$ cat src/rtl/op_status_pkg.sv
package op_status_pkg;
  typedef enum logic [1:0] {
    KIND_NONE  = 2'd0,
    KIND_PROG  = 2'd1,
    KIND_ERASE = 2'd2
  } op_kind_e;

  localparam int unsigned POLL_BIT  = 7;
  localparam int unsigned TOG_BIT   = 6;
  localparam int unsigned FAIL_BIT  = 5;
  localparam int unsigned ERASE_BIT = 3;
endpackage

$ cat src/rtl/op_tracker.sv
module op_status_tracker
  import op_status_pkg::*;
(
  input  logic     clk_i,
  input  logic     rst_ni,
  input  logic     prog_busy_i,
  input  logic     erase_win_i,
  input  logic     erase_busy_i,
  input  logic     time_fail_i,
  input  logic     reset_cmd_i,
  output op_kind_e kind_o,
  output logic     active_o,
  output logic     new_op_o,
  output logic     fail_o
);
  op_kind_e kind_q, prev_q;
  logic     fail_q;
  op_kind_e live_kind;

  // erase levels take precedence over program busy
  always_comb begin
    if (erase_win_i || erase_busy_i) live_kind = KIND_ERASE;
    else if (prog_busy_i)            live_kind = KIND_PROG;
    else                             live_kind = KIND_NONE;
  end

  assign kind_o   = fail_q ? kind_q : live_kind;
  assign active_o = (kind_o != KIND_NONE);
  assign new_op_o = active_o && (kind_o != prev_q);
  assign fail_o   = fail_q;

  always_ff @(posedge clk_i or negedge rst_ni) begin
    if (!rst_ni) begin
      kind_q <= KIND_NONE;
      prev_q <= KIND_NONE;
      fail_q <= 1'b0;
    end else begin
      prev_q <= kind_o;
      if (!fail_q) kind_q <= live_kind;
      if (reset_cmd_i)                 fail_q <= 1'b0;
      else if (time_fail_i && active_o) fail_q <= 1'b1;
    end
  end
endmodule

$ cat src/rtl/op_toggle_gen.sv
module op_status_toggle (
  input  logic clk_i,
  input  logic rst_ni,
  input  logic active_i,
  input  logic new_op_i,
  input  logic rd_strobe_i,
  output logic tog_o
);
  logic tog_q;

  assign tog_o = new_op_i ? 1'b0 : tog_q;

  always_ff @(posedge clk_i or negedge rst_ni) begin
    if (!rst_ni)          tog_q <= 1'b0;
    else if (!active_i)   tog_q <= 1'b0;
    else if (rd_strobe_i) tog_q <= ~tog_o;
    else                  tog_q <= tog_o;
  end
endmodule

$ cat src/rtl/op_status_mux.sv
module op_status_mux
  import op_status_pkg::*;
#(
  parameter int unsigned DATA_W = 8
) (
  input  op_kind_e          kind_i,
  input  logic              tog_i,
  input  logic              fail_i,
  input  logic              last_bit_i,
  input  logic [DATA_W-1:0] array_data_i,
  output logic [DATA_W-1:0] rd_data_o
);
  logic [DATA_W-1:0] status;

  always_comb begin
    status            = '0;
    status[TOG_BIT]   = tog_i;
    status[FAIL_BIT]  = fail_i;
    status[ERASE_BIT] = (kind_i == KIND_ERASE);
    status[POLL_BIT]  = (kind_i == KIND_PROG) ? ~last_bit_i : 1'b0;
    rd_data_o = (kind_i == KIND_NONE) ? array_data_i : status;
  end
endmodule

$ cat src/rtl/op_status_flags.sv
module op_status_flags
  import op_status_pkg::*;
#(
  parameter int unsigned DATA_W = 8
) (
  input  logic              clk_i,
  input  logic              rst_ni,
  input  logic              prog_busy_i,
  input  logic              erase_win_i,
  input  logic              erase_busy_i,
  input  logic              time_fail_i,
  input  logic              reset_cmd_i,
  input  logic              wr_strobe_i,
  input  logic [DATA_W-1:0] wr_data_i,
  input  logic              rd_strobe_i,
  input  logic [DATA_W-1:0] array_data_i,
  output logic [DATA_W-1:0] rd_data_o
);
  localparam int unsigned MSB = DATA_W - 1;

  op_kind_e kind;
  logic     active, new_op, fail, tog, last_bit_q;

  always_ff @(posedge clk_i or negedge rst_ni) begin
    if (!rst_ni)          last_bit_q <= 1'b0;
    else if (wr_strobe_i) last_bit_q <= wr_data_i[MSB];
  end

  op_status_tracker u_tracker (
    .clk_i, .rst_ni, .prog_busy_i, .erase_win_i, .erase_busy_i,
    .time_fail_i, .reset_cmd_i,
    .kind_o(kind), .active_o(active), .new_op_o(new_op), .fail_o(fail)
  );

  op_status_toggle u_toggle (
    .clk_i, .rst_ni, .active_i(active), .new_op_i(new_op),
    .rd_strobe_i, .tog_o(tog)
  );

  op_status_mux #(.DATA_W(DATA_W)) u_mux (
    .kind_i(kind), .tog_i(tog), .fail_i(fail), .last_bit_i(last_bit_q),
    .array_data_i, .rd_data_o
  );
endmodule

$ cat config.mk
export PLATFORM = sky130hd
export DESIGN_NAME = op_status_flags
export DESIGN_NICKNAME = d
export VERILOG_FILES = /design/src/rtl/op_status_pkg.sv /design/src/rtl/op_tracker.sv /design/src/rtl/op_toggle_gen.sv /design/src/rtl/op_status_mux.sv /design/src/rtl/op_status_flags.sv
export SDC_FILE = /design/constraint.sdc
export NUM_CORES = 1
export LEC_CHECK = 0
export BUFFER_PORTS_ARGS = -buffer_cell sky130_fd_sc_hd__buf_2
export CAP_MARGIN = 20
export CELL_PAD_IN_SITES_DETAIL_PLACEMENT = 1
export CELL_PAD_IN_SITES_GLOBAL_PLACEMENT = 1
export CORE_MARGIN = 2
export CORE_UTILIZATION = 24
export CTS_BUF_LIST = sky130_fd_sc_hd__clkbuf_4 sky130_fd_sc_hd__clkbuf_8
export DETAILED_ROUTE_END_ITERATION = 10
export GPL_TIMING_DRIVEN = 0
export PLACE_DENSITY = 0.91
export SYNTH_ARGS = -nofsm -noshare
export SYNTH_HDL_FRONTEND = slang
export SYNTH_SLANG_ARGS = --single-unit
$ cat constraint.sdc
create_clock -name clk_i -period 2.8 [get_ports clk_i]
set_input_delay 0.28 -clock clk_i [delete_from_list [all_inputs] [get_ports clk_i]]
set_output_delay 0.28 -clock clk_i [all_outputs]
set_load 0.05 [all_outputs]
==> implementation parameters <==
Parameter                              Value

Status
  Run status    finished, final reports clean

Logic synthesis
  Seq cells post-synth    5
  Number of nets in the synthesized netlist    63
  Count of cell types in the netlist    19
  Mean cell area of the mapped netlist    8.76 um2
  Proportion of synthesized chip area in sequential cells    between 30% and 40%
  Combined area of all synthesized cells    about 330 um2
  Post-synthesis xor/xnor area fraction    0%
  Share of the synthesized area in compound gates (AO/OA/AOI/OAI)    13.5%
  Mux share of post-synthesis cell area    between 10 and 15%
  Synthesized-area fraction occupied by and/or/nand/nor cells    between 20% and 30%
  Yosys warning count    0
  Synth Area in Adders    0%
  Number of instances in the synthesized netlist    38
  Dominant combinational cell family by area after synthesis    simple AND/OR/NAND/NOR gates

Worst setup path
  Start of the worst register-to-register path    u_tracker.fail_o$_DFFE_PN0P_
  Worst-path maximum fanout    9
  Crit Reg-Reg Endpoint    u_tracker.fail_o$_DFFE_PN0P_
  Register-to-register path setup slack    ~1600 ps
  Library cell contributing the largest single delay on the critical path    mux2_2
  Crit. End Element    primary output
  CP Data Arrival Time    1710 ps
  Data required time at the worst endpoint    approximately 2500 ps
  Nature of the critical path startpoint    register
  Count of cells along the worst register-to-register path    5
  List of cells traversed by the critical path    buf_6, a21oi_2, mux2_2, buf_2
  Cell class contributing the biggest share of worst-path delay    multiplexers
  Setup CP Type    reg2out
  Count of buffering cells on the critical path with inverters included    2
  Critical path's largest stage delay    a little under 400 ps

Power and ir drop
  Cell area power density    about 530 nW/um2
  Clk pwr share    about a third
  Leakage power figure    0.292 nW
  Cell-internal power    0.179 mW
  Switching share of power    a little over a third
  Net load switching power    approximately 0.096 mW
  Peak ir drop on the vdd network    between 0.0002 and 0.0003 V
  Combinational fraction of design power    approximately 36%
  Total design power    approximately 0.27 mW
  Reg power frac    a little under a third

Clock network
  Clock latency on the worst-skew pair    about 250 ps
  Post-CTS setup buffer count    0
  Master cell of the clock root buffer    clkbuf_4
  CTS tree    done
  H-tree depth    1
  Clk slew on worst S/H paths    roughly 40 ps
  Worst-case clock buffer depth    2
  Inserted Clock Buffers    3
  Clock sink count    5
  Total of cells resized after clock tree synthesis    0

Hold path
  End point of the most critical hold path    u_tracker.fail_o$_DFFE_PN0P_
  Worst Hold Depth    2
  Hold Startpoint    reset_cmd_i
  Type of the worst min-delay path    in2reg

Routing
  Number of violations reported at the end of detailed-routing iteration 0    2
  Total wire length after detailed routing    around 920 um
  Detailed-route vias per instance    4.63
  Residual antenna-violating net count after detailed routing    0
  Post-route DRC    0
  1st-pass router iterations    2
  Vias    384
  Routed length per instance    approximately 11 um

Die
  Die Outline Area    1700 um2
  Std-Cell Rows    13
  Top-level I/O count    33
  Floorplan die width    roughly 41 um
  Core ar.    between 1000 and 1500 um2
  Initial Utilization    approximately 26%
  Die extent in y    approximately 41 um

Placed design
  I/O Buffers    25
  Number of cells in the design after placement    78
  Final weighted congestion in routability-driven placement    0.650
  Post-Place Worst Slack    about 1100 ps

STA
  Min setup slack post-route    just over 800 ps
  Slew of the pin with the lowest slew margin    roughly 420 ps
  Number of slew-limit violations in the final report    0
  Peak clock frequency supported by timing    roughly 0.5 GHz
  Post-layout min period    roughly 2000 ps
  Relative slew slack    72.3%
  Summed negative setup slack over all endpoints    0 ps
  Final setup violation count    0
  RSZ-0062 raised after global routing    no
  Clock skew after layout    1.14 ps
  Post-route fraction of the period consumed by the critical path    between 70% and 80%
  Count of final hold-check violations    0

Global route
  Number of global-route vias before repair    400
  All-layer global routing usage    roughly 15%
  Remaining global-route overflow    0
  Antenna violations before repair    0
  Wire length of the first global-routing pass    ~1.5 mm
  Maximum number of pins on one net before global-route repair    10

Layout
  Area added between synthesis and finish    55.3%
  Number of diodes added for antenna fixing    0
  Layout net count    94
  Layout filler cell count    180
  Number of standard cells in the layout, taps in and fillers out    a little over 80
  Register area    approximately 130 um2
  Fraction of the core area covered by cells at the end of the flow    39.7%
  Fraction of layout cells with a size suffix above 1    48.5%
  Area of the multi-input gates    approximately 190 um2

Run
  Number of violations of the max-capacitance limit    0
[layout make-up]
cell class	count	share of cell area (%)
Buffer	1	2.18
Clock buffer	4	5.81
Inverter	3	2.18
Multi-Input combinational cell	29	35.8
Sequential cell	5	24.2
Tap cell	15	3.63
Timing Repair Buffer	26	26.2
[worst max path at each step]
stage                     depth (start not counted)      endpoint  slack [ps]                         start
after floorplan                                   5  rd_data_o[7]         950  u_tracker.fail_o$_DFFE_PN0P_
after global placement                            4  rd_data_o[5]        1110  u_tracker.fail_o$_DFFE_PN0P_
after detailed placement                          4  rd_data_o[5]        1060  u_tracker.fail_o$_DFFE_PN0P_
after CTS                                         4  rd_data_o[5]         790  u_tracker.fail_o$_DFFE_PN0P_
after global routing                              4  rd_data_o[5]         730  u_tracker.fail_o$_DFFE_PN0P_
final                                             4  rd_data_o[5]         810  u_tracker.fail_o$_DFFE_PN0P_
[state kept, by name, summed over array words and instances, names as in the netlist]
name	cells
last_bit_q	1
u_toggle.tog_q	1
u_tracker.kind_q	2
u_tracker.fail_o	1
[cell usage in the layout (no fill, tap or decap)]
cell / count
o21ai_0: 1
nor3_1: 2
nand2b_1: 2
nand2_1: 2
mux2_4: 1
nor2_1: 6
and2b_1: 1
mux2_2: 1
mux2i_1: 2
a21boi_1: 1
dlygate4sd3_1: 1
buf_2: 25
a21oi_2: 1
dfrtp_1: 5
nor2b_1: 3
nor4b_1: 1
nor4_1: 1
buf_6: 1
clkbuf_4: 4
o31a_1: 1
inv_1: 3
a21oi_1: 3
[cell families (layout without fill, tap and decap cells)]
logic type / count (synthesis) / after routing
AND/OR/NAND/NOR: 18 / 18
AO/OA/AOI/OAI: 7 / 7
flip-flops: 5 / 5
multiplexers: 4 / 4
buffers and inverters: 4 / 34
[synthesized netlist by cell type (all sizes together)]
library cell | instances | area (um2)
nor2 | 6 | 22.5
dfrtp | 5 | 125
a21oi | 4 | 23.8
inv | 3 | 11.3
nor2b | 3 | 18.8
mux2 | 2 | 26.3
mux2i | 2 | 20.0
nand2 | 2 | 7.51
nand2b | 2 | 12.5
nor3 | 2 | 10.0
a21boi | 1 | 7.51
and2b | 1 | 7.51
buf | 1 | 11.3
nor4 | 1 | 6.26
nor4b | 1 | 8.76
o21ai | 1 | 5.00
o31a | 1 | 8.76
[timing repair]
item                                   4_1_cts  5_1_grt
endpoints found under the hold margin        5        0
hold buffers                                 1        0
setup endpoints to repair                    0        0
[metrics by stage]
step	hold slack [ps]	cell area, um2
final	186	517
after CTS	173	517
after floorplan	-15.6	333
after detailed placement	99.6	477
after global routing	191	517
after global placement	95.7	477
[worst reg2reg max path, delay by kind of cell, from the launching register on]
| kind | cells | cell delay [ps] |
|---|---|---|
| buffers and inverters | 1 | 130 |
| AOI/OAI and AO/OA | 2 | 330 |
| and+or+nand+nor | 2 | 290 |
| DFF | 1 | 360 |
[per-layer routing]
metal / GRT usage, % / wire length (um) / up-vias
met4: 9.68 / 20 / 0
met3: 4.89 / 59 / 3
met2: 27.0 / 507 / 15
met5: 0 / 0 / -
met1: 13.2 / 330 / 179
li1: - / - / 187
[power groups by stage]
stage          combinational (mW)  sequential [mW]  clock (mW)
2_1_floorplan              0.0699           0.0830           0
3_3_place_gp               0.0950           0.0833           0
3_5_place_dp               0.0983           0.0839           0
4_1_cts                    0.0997           0.0828       0.101
5_1_grt                     0.106           0.0835       0.103
6_report                   0.0977           0.0827      0.0943
(Power assumes the default switching activity.)
